<file path="config.mk">
export PLATFORM = sky130hd
export DESIGN_NAME = irq_line_router
export DESIGN_NICKNAME = d
export VERILOG_FILES = /design/src/rtl/irq_router_pkg.sv /design/src/rtl/irq_route_regs.sv /design/src/rtl/irq_legacy_merge.sv /design/src/rtl/irq_gsi_merge.sv /design/src/rtl/irq_line_router.sv
export SDC_FILE = /design/constraint.sdc
export NUM_CORES = 1
export LEC_CHECK = 0
export ABC_AREA = 1
export BUFFER_PORTS_ARGS = -buffer_cell sky130_fd_sc_hd__buf_2
export CAP_MARGIN = 25
export CORE_AREA = 2 2 84 86
export CTS_BUF_LIST = sky130_fd_sc_hd__clkbuf_8 sky130_fd_sc_hd__clkbuf_16
export CTS_CLUSTER_SIZE = 8
export DETAILED_ROUTE_END_ITERATION = 6
export DIE_AREA = 0 0 86 88
export PLACE_DENSITY = 0.84
export SETUP_SLACK_MARGIN = 0.5
export SYNTH_ARGS = -nofsm -noshare
export SYNTH_HDL_FRONTEND = slang
export SYNTH_SLANG_ARGS = --single-unit
</file>
<file path="constraint.sdc">
create_clock -name clk -period 1.85 [get_ports clk]
set_clock_uncertainty 0.15 [all_clocks]
set_input_delay 0 -clock clk [delete_from_list [all_inputs] [get_ports clk]]
set_output_delay 0 -clock clk [all_outputs]
set_load 0.02 [all_outputs]
</file>
<file path="src/rtl/irq_router_pkg.sv">
package irq_router_pkg;

  localparam int ROUTE_W   = 8;
  localparam int OFF_BIT   = 7;
  localparam int LEG_SEL_W = 4;
  localparam int SCI_SEL_W = 3;
  localparam int SCI_NUM_W = 5;

  typedef struct packed {
    logic                 hit;
    logic [SCI_NUM_W-1:0] num;
  } sci_tgt_t;

  function automatic sci_tgt_t sci_decode(input logic [SCI_SEL_W-1:0] sel);
    sci_tgt_t t;
    t.hit = 1'b1;
    t.num = '0;
    case (sel)
      3'd0:    t.num = 5'd9;
      3'd1:    t.num = 5'd10;
      3'd2:    t.num = 5'd11;
      3'd3:    t.num = 5'd20;
      3'd4:    t.num = 5'd21;
      default: t.hit = 1'b0;
    endcase
    return t;
  endfunction

endpackage

</file>
<file path="src/rtl/irq_route_regs.sv">
module irq_route_regs
  import irq_router_pkg::*;
#(
  parameter int                   N_LINES   = 8,
  parameter int                   ADDR_W    = 4,
  parameter logic [ROUTE_W-1:0]   ROUTE_RST = 8'h80,
  parameter logic [SCI_SEL_W-1:0] SCI_RST   = 3'd0
) (
  input  logic                                 clk,
  input  logic                                 rst,
  input  logic                                 we,
  input  logic [ADDR_W-1:0]                    addr,
  input  logic [ROUTE_W-1:0]                   wdata,
  output logic [N_LINES-1:0]                   line_off,
  output logic [N_LINES-1:0][LEG_SEL_W-1:0]    line_sel,
  output logic [SCI_SEL_W-1:0]                 sci_sel
);

  localparam logic [ADDR_W-1:0] SCI_ADDR = ADDR_W'(N_LINES);

  // bits between the off bit and the number field carry no meaning
  logic unused_gap;
  assign unused_gap = ^wdata[OFF_BIT-1:LEG_SEL_W];

  always_ff @(posedge clk) begin
    if (rst) begin
      for (int i = 0; i < N_LINES; i++) begin
        line_off[i] <= ROUTE_RST[OFF_BIT];
        line_sel[i] <= ROUTE_RST[LEG_SEL_W-1:0];
      end
      sci_sel <= SCI_RST;
    end else if (we) begin
      for (int i = 0; i < N_LINES; i++) begin
        if (addr == ADDR_W'(i)) begin
          line_off[i] <= wdata[OFF_BIT];
          line_sel[i] <= wdata[LEG_SEL_W-1:0];
        end
      end
      if (addr == SCI_ADDR) sci_sel <= wdata[SCI_SEL_W-1:0];
    end
  end

endmodule

</file>
<file path="src/rtl/irq_legacy_merge.sv">
module irq_legacy_merge
  import irq_router_pkg::*;
#(
  parameter int N_LINES  = 8,
  parameter int N_LEGACY = 16
) (
  input  logic [N_LINES-1:0]                line_off,
  input  logic [N_LINES-1:0][LEG_SEL_W-1:0] line_sel,
  input  logic [N_LINES-1:0]                pirq_lvl,
  input  logic                              sci_lvl,
  input  sci_tgt_t                          sci_tgt,
  output logic [N_LEGACY-1:0]               leg_nxt
);

  for (genvar k = 0; k < N_LEGACY; k++) begin : g_leg
    always_comb begin
      logic acc;
      acc = sci_lvl && sci_tgt.hit && (sci_tgt.num == SCI_NUM_W'(k));
      for (int n = 0; n < N_LINES; n++) begin
        if (pirq_lvl[n] && !line_off[n] && (line_sel[n] == LEG_SEL_W'(k)))
          acc = 1'b1;
      end
      leg_nxt[k] = acc;
    end
  end

endmodule

</file>
<file path="src/rtl/irq_gsi_merge.sv">
module irq_gsi_merge
  import irq_router_pkg::*;
#(
  parameter int N_LINES  = 8,
  parameter int N_LEGACY = 16,
  parameter int N_GSI    = N_LEGACY + N_LINES
) (
  input  logic [N_LINES-1:0] pirq_lvl,
  input  logic               sci_lvl,
  input  sci_tgt_t           sci_tgt,
  output logic [N_GSI-1:0]   gsi_nxt
);

  for (genvar g = 0; g < N_GSI; g++) begin : g_gsi
    logic sci_here;
    assign sci_here = sci_lvl && sci_tgt.hit && (sci_tgt.num == SCI_NUM_W'(g));
    if (g >= N_LEGACY) begin : g_line
      assign gsi_nxt[g] = sci_here | pirq_lvl[g-N_LEGACY];
    end else begin : g_only_sci
      assign gsi_nxt[g] = sci_here;
    end
  end

endmodule

</file>
<file path="src/rtl/irq_line_router.sv">
module irq_line_router
  import irq_router_pkg::*;
#(
  parameter int                   NUM_LINES = 8,
  parameter int                   ADDR_W    = 4,
  parameter logic [ROUTE_W-1:0]   ROUTE_RST = 8'h80,
  parameter logic [SCI_SEL_W-1:0] SCI_RST   = 3'd0,
  localparam int                  NUM_LEGACY = 2 ** LEG_SEL_W,
  localparam int                  NUM_GSI    = NUM_LEGACY + NUM_LINES
) (
  input  logic                  clk,
  input  logic                  rst,
  input  logic                  cfg_we,
  input  logic [ADDR_W-1:0]     cfg_addr,
  input  logic [ROUTE_W-1:0]    cfg_wdata,
  input  logic [NUM_LINES-1:0]  pirq_lvl,
  input  logic                  sci_lvl,
  output logic [NUM_LEGACY-1:0] legacy_irq,
  output logic [NUM_GSI-1:0]    gsi_irq
);

  logic [NUM_LINES-1:0]                line_off;
  logic [NUM_LINES-1:0][LEG_SEL_W-1:0] line_sel;
  logic [SCI_SEL_W-1:0]                sci_sel;
  sci_tgt_t                            sci_tgt;
  logic [NUM_LEGACY-1:0]               leg_nxt;
  logic [NUM_GSI-1:0]                  gsi_nxt;

  irq_route_regs #(
    .N_LINES  (NUM_LINES),
    .ADDR_W   (ADDR_W),
    .ROUTE_RST(ROUTE_RST),
    .SCI_RST  (SCI_RST)
  ) u_regs (
    .clk     (clk),
    .rst     (rst),
    .we      (cfg_we),
    .addr    (cfg_addr),
    .wdata   (cfg_wdata),
    .line_off(line_off),
    .line_sel(line_sel),
    .sci_sel (sci_sel)
  );

  assign sci_tgt = sci_decode(sci_sel);

  irq_legacy_merge #(
    .N_LINES (NUM_LINES),
    .N_LEGACY(NUM_LEGACY)
  ) u_leg (
    .line_off(line_off),
    .line_sel(line_sel),
    .pirq_lvl(pirq_lvl),
    .sci_lvl (sci_lvl),
    .sci_tgt (sci_tgt),
    .leg_nxt (leg_nxt)
  );

  irq_gsi_merge #(
    .N_LINES (NUM_LINES),
    .N_LEGACY(NUM_LEGACY),
    .N_GSI   (NUM_GSI)
  ) u_gsi (
    .pirq_lvl(pirq_lvl),
    .sci_lvl (sci_lvl),
    .sci_tgt (sci_tgt),
    .gsi_nxt (gsi_nxt)
  );

  always_ff @(posedge clk) begin
    if (rst) begin
      legacy_irq <= '0;
      gsi_irq    <= '0;
    end else begin
      legacy_irq <= leg_nxt;
      gsi_irq    <= gsi_nxt;
    end
  end

endmodule

</file>
### Yosys cells after proc, flatten, opt, wreduce, memory -nomap -nowiden

Index checks and enable logic that the tools add are counted.

| storage, ports and cells | value |
|---|---|
| logic and storage cells | 502 |
| flip-flop bits (word level) | 83 |
| output and inout port bits | 40 |

| cells by class | value |
|---|---|
| equal/unequal tests | 155 |
| reductions and logical operators | 190 |
| mux-type cells | 130 |
| bitwise operators | 8 |

Operator list:

| operator | number |
|---|---|
| $eq A4 B4 Y1 const B | 65 |
| $logic_and A1 B1 Y1 | 161 |
| $eq A4 B3 Y1 const B | 36 |
| $mux W1 | 129 |
| $eq A4 B2 Y1 const B | 18 |
| $eq A5 B4 Y1 const B | 8 |
| $eq A5 B5 Y1 const B | 8 |
| $eq A4 B1 Y1 const B | 9 |
| $logic_not A4 Y1 | 9 |
| $pmux W5 S5 | 1 |
| $eq A5 B3 Y1 const B | 4 |
| $reduce_and A2 Y1 | 9 |
| $eq A5 B2 Y1 const B | 2 |
| $logic_not A1 Y1 | 8 |
| $or A1 B1 Y1 | 8 |
| $eq A3 B2 Y1 const B | 2 |
| $eq A5 B1 Y1 const B | 1 |
| $logic_not A5 Y1 | 1 |
| $reduce_or A5 Y1 | 1 |
| $eq A3 B1 Y1 const B | 1 |
| $eq A3 B3 Y1 const B | 1 |
| $logic_not A3 Y1 | 1 |

### Depth between registers and ports, before layout

Gate-level depths: netlist (run 1).

| depth | value |
|---|---|
| word-level depth | 13 |
| depth in mapped cells | 10 |
| gate-level depth less buffers | 9 |

### Hierarchy

Synthesis (run 1) repeated with hierarchy kept, for this count alone.

| unflattened totals | value |
|---|---|
| cells, all modules | 923 |
| area, all modules | 5,348.9 um2 |

By module, submodules not included:

| module | area an instance (um2) | instances | cells an instance | sequential area each (um2) |
|---|---|---|---|---|
| irq_legacy_merge | 1,980.6 | 1 | 451 | 0.0 |
| irq_route_regs | 1,767.9 | 1 | 253 | 860.8 |
| irq_line_router | 1,194.9 | 1 | 136 | 800.8 |
| irq_gsi_merge | 405.4 | 1 | 83 | 0.0 |

### Worst setup path before layout (run 1)

No wires, ideal clock.

| timing path | value |
|---|---|
| kind | reg2reg |
| from | register u_regs.line_off[2] |
| to | register legacy_irq[10] |
| path buffers | 1 |
| setup slack | 0.658 ns |
| period minus slack after synthesis | 1.192 ns |
| setup time | 0.109 ns |
| required time | 1.591 ns |
| cell stages (with the launch flop) | 11 |
| data arrival time | 0.933 ns |
| cells stage by stage | dfxtp_1 > inv_1 > nand2_1 > inv_1 > buf_4 > nand3_1 > nand2_1 > nor2_1 > nand3_1 > nand2_1 > inv_1 |

| on the way | value |
|---|---|
| cells in the longest elaborated chain, start to end | 9 |

Ends and longest elaborated chain:

| element | RTL line | text |
|---|---|---|
| start, declared | irq_route_regs.sv:14 | `output logic [N_LINES-1:0] line_off,` |
| start signal, assigned by index | irq_route_regs.sv:28 | `line_off[i] <= ROUTE_RST[OFF_BIT];` |
| start signal, assigned by index | irq_route_regs.sv:35 | `line_off[i] <= wdata[OFF_BIT];` |
| $logic_not A1 Y1 | irq_legacy_merge.sv:20 | `if (pirq_lvl[n] && !line_off[n] && (line_sel[n] == LEG_SEL_W'(k)))` |
| $logic_and A1 B1 Y1 (2 in series) | irq_legacy_merge.sv:20 |  |
| $mux W1 (6 in series) | irq_legacy_merge.sv:20 |  |
| end signal, assigned | irq_line_router.sv:75 | `legacy_irq <= leg_nxt;` |
| end, declared | irq_line_router.sv:18 | `output logic [NUM_LEGACY-1:0] legacy_irq,` |

No other way between the ends.
A chain may end at the register's enable or synchronous reset.

### Worst setup path in the final report (run 1)

| timing path | value |
|---|---|
| from | input port pirq_lvl[5] |
| to | register legacy_irq[9] |

| on the way | value |
|---|---|
| cells in the longest elaborated chain, start to end | 5 |

Ends and longest elaborated chain:

| element | RTL line | text |
|---|---|---|
| start, declared | irq_line_router.sv:16 | `input logic [NUM_LINES-1:0] pirq_lvl,` |
| $logic_and A1 B1 Y1 (2 in series) | irq_legacy_merge.sv:20 |  |
| $mux W1 (3 in series) | irq_legacy_merge.sv:20 |  |

No other way between the ends.

==> results.json, run 1 <==
{
  "dp_hpwl_um": 9650,
  "start_util": 0.596,
  "placed_cells": 753,
  "vias_per_cell": 5.85,
  "yosysMostFrequentCell": "nand2_1",
  "cp-start-kind": "primary input",
  "core_region_area_um2": 6640,
  "cts-buffers-inserted": 9,
  "ys_seq_area_frac": 0.379,
  "setup_viol": 0,
  "cts_root_buf": "clkbuf_8",
  "power_mw": 3.19,
  "ys_seq_elements": 75,
  "dr.pass1.iters": 7,
  "final_nets": 741,
  "stdcell_area_um2": 5080,
  "async_flop_share": 0,
  "p_leak_nw": 2.33,
  "ys_types": 25,
  "synth_adder_area_share": 0,
  "synthToLayoutAreaGrowth_pct": 28.2,
  "drt_iter0_drc": 562,
  "p_per_area_nw_per_um2": 629,
  "min_period_ns": 1.41,
  "fin_setup_tns_ns": 0,
  "place.port_buffers": 52,
  "fin_crit_sh": 0.762,
  "setup_ws_ns": 0.440,
  "yosys-top-cells-area": "dfxtp_1, nand2_1, nor2_1, nand3_1, inv_1",
  "ant_nets": 0,
  "hold_class": "in -> reg",
  "grt_use_total": 0.360,
  "cts.sinks": 75,
  "cts-htree-levels": 3,
  "violations": "hold timing",
  "status": "finished, violations left",
  "placed_area_um2": 4250,
  "die-area_um2": 7570,
  "drive_gt1_frac": 0.258,
  "crit_family": "buffers and inverters",
  "place.gp.congestion": 1.03,
  "synth_compound_area_frac": 0.110,
  "crit_path_max_incr_delay_ns": 0.59,
  "grt_max_degree": 49,
  "ir_drop_v": 0.000477,
  "final_cells": 803,
  "worstPathRequired_ns": 1.96,
  "synth_area_um2": 3960,
  "critPathSlowestCell": "dlygate4sd3_1",
  "yosys.area.top_type": "dfxtp_1",
  "arrival_ns": 1.52,
  "grt_setup_unrepaired": "true",
  "grt_overflow_total": 0,
  "antenna_found_initial": 1,
  "synthMuxAreaShare": 0,
  "die_height_um": 88,
  "fin_util": 0.764,
  "routed_wirelength_um": 14500,
  "ys_dominant_reg_cell": "dfxtp_1",
  "drc": 0,
  "crit_buf_inv": 5,
  "synthXorXnorAreaFrac": 0,
  "cap_violations": 0,
  "avgSynthCellArea_um2": 6.33,
  "synth_edf_count": 0,
  "row_count": 30,
  "ioPinCount": 64,
  "grt_first_pass_wirelength_um": 20400,
  "insertion_delay_ns": 0.36,
  "holdWs_ns": -0.0737,
  "critPathCaptureType": "flop",
  "ys_warn_count": 0,
  "hold_viol": 8,
  "synth_cells": 626,
  "synth_top_family_by_area": "simple AND/OR/NAND/NOR gates",
  "synth_top_area_frac": 0.379,
  "die_w_um": 86,
  "nFillCells": 503,
  "grt_pass1_vias": 4042,
  "max_clock_freq_ghz": 0.709,
  "clock_path_buffers": 2,
  "drv_slew": 0,
  "critical_path_class": "in -> reg",
  "cp_cell_sequence": "dlygate4sd3_1, buf_2, inv_2, nor2_4, buf_4, nand3_1, nand2_1, nor2_1, nand3_1, nand2_1, inv_1",
  "vias": 4698,
  "synth_top_cells_by_count": "nand2_1, nor2_1, inv_1",
  "dp_slack_ns": 0.396,
  "tritoncts": "built",
  "crit_fanout": 5,
  "post_drt_wl_per_cell_um": 18.1,
  "path_clk_slew_ns": 0.08,
  "synth-simple-area-share": 0.396
}
[layer usage]
metal | track usage | wire [um]
met1 | 0.452 | 5500
met5 | 0 | 0
met4 | 0.198 | 841
met2 | 0.584 | 6860
met3 | 0.0707 | 1310
[kinds of logic (layout without fill, tap and decap cells)]
logic type,after synthesis,in the layout
compound gates,83,83
flops,75,75
other cells,1,14
buf+inv,106,190
simple gates,361,361
[placed cells by master, fill, tap and decap left out]
cell | synthesis | final
nor3b_2 | 0 | 1
nor2_2 | 11 | 30
nand4_1 | 15 | 15
dfxtp_4 | 0 | 2
clkinvlp_4 | 0 | 1
dfxtp_2 | 0 | 19
clkinv_2 | 0 | 4
o21ai_0 | 33 | 27
nand2_1 | 149 | 139
o211ai_1 | 6 | 6
nor3_1 | 2 | 2
nor2_4 | 3 | 26
nand2_2 | 1 | 7
nand2_4 | 0 | 4
dlymetal6s4s_1 | 0 | 1
inv_1 | 77 | 73
buf_2 | 1 | 52
buf_4 | 12 | 8
nand3_4 | 0 | 2
inv_4 | 0 | 3
clkbuf_8 | 1 | 9
nand3_2 | 3 | 2
inv_2 | 10 | 11
conb_1 | 1 | 13
clkinv_4 | 0 | 2
nand3_1 | 74 | 73
o21ai_1 | 3 | 7
a21oi_2 | 1 | 1
nand3b_1 | 1 | 1
dlygate4sd3_1 | 0 | 26
a21oi_1 | 40 | 40
o21ai_2 | 0 | 2
nor2_1 | 101 | 59
diode_2 | 0 | 1
dfxtp_1 | 75 | 54
[worst reg2reg max path, delay by kind of cell, from the launching register on]
family / cells / cell delay, ns
simple gates: 6 / 0.66
buf+inv: 2 / 0.15
flops: 1 / 0.40
[where the power goes]
group / switching, mW / internal (mW)
clock: 0.652 / 0.482
sequential: 0.0287 / 1.65
combinational: 0.256 / 0.121
total: 0.937 / 2.26
[repair_timing]
| item | CTS | global route |
|---|---|---|
| setup endpoints to repair | 15 | 47 |
| pin swaps | 0 | 8 |
| gates resized for setup | 21 | 101 |
| buffers inserted | 0 | 6 |
| hold buffers | 26 | 2 |
| endpoints found under the hold margin | 60 | 9 |
[path summary, 6_finish.rpt]
kind | slack [ns] | startpoint | depth (start not counted) | to
max | 0.44 | pirq_lvl[5] | 11 | legacy_irq[9]$_SDFF_PP0_
min | -0.07 | rst | 3 | u_regs.line_sel[1]$_SDFFE_PP0P_
max reg2reg | 0.45 | u_regs.line_sel[20]$_SDFFE_PP0P_ | 8 | legacy_irq[9]$_SDFF_PP0_
min reg2reg | 0.35 | u_regs.sci_sel[0]$_SDFFE_PP0P_ | 2 | u_regs.sci_sel[0]$_SDFFE_PP0P_
[flip-flops by register name (all words and copies together), names as in the netlist]
register	count
legacy_irq	16
u_regs.line_off	8
u_regs.line_sel	32
gsi_irq	16
u_regs.sci_sel	3
[area by class of cell]
class                           count  area (um2)  share of cell area
Antenna cell                        1        2.50            0.000493
Timing Repair Buffer               87         593               0.117
Clock buffer                        9         124              0.0244
Sequential cell                    75        1530               0.302
Clock inverter                      7        45.0             0.00887
Multi-Input combinational cell    457        2350               0.462
Tap cell                           80         100              0.0197
Inverter                           87         334              0.0658
Power figures use the tool's default switching activity.
==> run 2: changes to the inputs <==
Settings changed: CORE_AREA 2 2 84 86 to 2 2 87 89, DIE_AREA 0 0 86 88 to 0 0 89 91, PLACE_DENSITY 0.84 to 0.79.
Clock period 1.85 ns to 1.4 ns, I/O delays scaled along.
==> run 2 against run 1 <==
The flow still finishes with violations (hold timing). Critical path depth shrank 2. Clock power grew 72%. Power up 47%. Die area increased by 7.0%. Flip-flop and latch count is the same. Non-clock buffer count is 15 lower. Critical endpoint is now legacy_irq[10]$_SDFF_PP0_. Largest cell class unchanged. Largest power group unchanged. Highest routed layer unchanged.
==> results.json, run 2 (synthesized netlist as in run 1, its figures left out) <==
{
  "ioPinCount": 64,
  "drt_iter0_drc": 635,
  "grt_use_total": 0.377,
  "drive_gt1_frac": 0.476,
  "critical_path_class": "reg -> reg",
  "reg_top3": "u_regs.line_sel: 32 flops, gsi_irq: 16 flops, legacy_irq: 16 flops",
  "min_period_ns": 1.34,
  "crit_fanout": 4,
  "pwr-share-clk": 0.411,
  "ant_nets": 0,
  "top_register": "u_regs.line_sel",
  "vias": 4821,
  "dp_hpwl_um": 9890,
  "fin_setup_tns_ns": 0,
  "seqCellArea_um2": 1660,
  "grt_first_pass_wirelength_um": 22900,
  "p_per_area_nw_per_um2": 821,
  "ir_drop_v": 0.000630,
  "post_drt_wl_per_cell_um": 20.3,
  "cap_violations": 0,
  "antenna_cells": 0,
  "setup_viol": 0,
  "grt_overflow_total": 0,
  "insertion_delay_ns": 0.37,
  "status": "finished, violations left",
  "drc": 0,
  "start_util": 0.555,
  "row_count": 31,
  "antenna_found_initial": 0,
  "hold_viol": 49,
  "critPathCaptureType": "flop",
  "tritoncts": "built",
  "die_w_um": 89,
  "cts-buffers-inserted": 9,
  "core_region_area_um2": 7140,
  "place.gp.congestion": 0.961,
  "r2r_slack_ns": 0.06,
  "multiInputGateArea_um2": 2710,
  "cp-start-kind": "flop",
  "final_cell_mix": "nand2_1, nand3_1, nor2_4, dfxtp_2, inv_1",
  "max_clock_freq_ghz": 0.749,
  "seqPwrFrac": 0.471,
  "fin_crit_sh": 0.954,
  "violations": "hold timing",
  "path_clk_slew_ns": 0.09,
  "cts.sinks": 75,
  "grt_pass1_vias": 4363,
  "p_comb_frac": 0.117,
  "dr.pass1.iters": 6,
  "nFillCells": 461,
  "p_leak_nw": 2.41,
  "die_height_um": 91,
  "final_nets": 727,
  "final_cells": 807,
  "hold_class": "in -> reg",
  "holdWs_ns": -0.132,
  "cts_root_buf": "clkbuf_8",
  "hold_depth": 3,
  "layout_commonest_cell": "nand2_1",
  "p_int_mw": 3.34,
  "routed_wirelength_um": 16400,
  "sw_frac_of_total": 0.291,
  "die-area_um2": 8100,
  "grt_max_degree": 49,
  "place.port_buffers": 52,
  "worstPathRequired_ns": 1.52,
  "drv_slew": 0,
  "cts-hold-fix-buffers": 10,
  "arrival_ns": 1.46,
  "p_sw_mw": 1.37,
  "grt_setup_unrepaired": "true",
  "vias_per_cell": 5.97,
  "synthToLayoutAreaGrowth_pct": 44.8,
  "cts-htree-levels": 3,
  "largest_reg_flops": 32,
  "clock_path_buffers": 2,
  "placed_cells": 773,
  "reg2regPathDepth": 9
}
-- run 2: cell count changes in the layout (fill, tap and decap cells not counted), sizes merged, moves of 2 or more --
cell,before,now
inv,87,89
clkinv,6,2
buf,60,62
dlygate4sd3,26,9
clkbuf,9,12
-- run 2: path summary, 6_finish.rpt --
kind / startpoint / to
worst max-delay path: u_regs.line_off[4]$_SDFFE_PP1P_ / legacy_irq[10]$_SDFF_PP0_
worst max register to register: u_regs.line_off[4]$_SDFFE_PP1P_ / legacy_irq[10]$_SDFF_PP0_
worst min-delay path: sci_lvl / gsi_irq[20]$_SDFF_PP0_
worst min register to register: u_regs.line_sel[4]$_SDFFE_PP0P_ / u_regs.line_sel[4]$_SDFFE_PP0P_
-- run 2: cell type report --
| type | count | share of cell area |
|---|---|---|
| clock buffers | 11 | 0.0284 |
| clock inverters | 5 | 0.0113 |
| inverters | 87 | 0.0618 |
| multi-input cells | 458 | 0.472 |
| flip-flops and latches | 75 | 0.289 |
| well taps | 99 | 0.0216 |
| repair buffers | 72 | 0.116 |
-- run 2: what timing repair did --
action                     in CTS  in global routing
hold endpoints to repair       69                 32
resized for setup             178                112
buffers inserted                2                  6
gates cloned                    1                  0
setup endpoints to repair      52                 81
pin swaps                      21                 44
-- run 2: power groups by stage --
stage | combinational [mW] | sequential [mW] | clock [mW]
after floorplan | 0.232 | 2.30 | 0
after global placement | 0.384 | 2.27 | 0
after detailed placement | 0.393 | 2.27 | 0
after CTS | 0.473 | 2.23 | 1.88
after global routing | 0.580 | 2.22 | 2.00
final | 0.551 | 2.22 | 1.94
-- run 2: worst max-delay path, cell delays in order (launching register included) --
cell and delay [ns]:
dfxtp_2 0.34, inv_2 0.05, nand2_4 0.13, nor2_4 0.06, nand2_2 0.08, nand2_2 0.06
nor2_1 0.11, nand3_1 0.11, nand2_1 0.10, inv_1 0.04
-- run 2: routing by layer --
layer | GRT usage | up-vias | share of wire
met5 | 0 | - | 0
met4 | 0.169 | 0 | 0.063
met3 | 0.0545 | 98 | 0.10
met2 | 0.595 | 387 | 0.46
met1 | 0.505 | 2196 | 0.38
li1 | - | 2140 | -
-- run 2: per-stage QoR --
stage / worst slack [ns] / instance area [um2] / hold WS [ns] / utilization / total power, mW
2_1_floorplan: 0.267 / 4220 / -0.0876 / - / 2.53
3_3_place_gp: 0.0742 / 4510 / 0.0766 / 0.633 / 2.65
3_5_place_dp: 0.0680 / 4510 / 0.0982 / 0.633 / 2.66
4_1_cts: 0.137 / 5350 / -0.150 / 0.750 / 4.58
5_1_grt: 0.00821 / 5730 / -0.121 / 0.803 / 4.81
6_report: 0.0645 / 5730 / -0.132 / 0.803 / 4.71
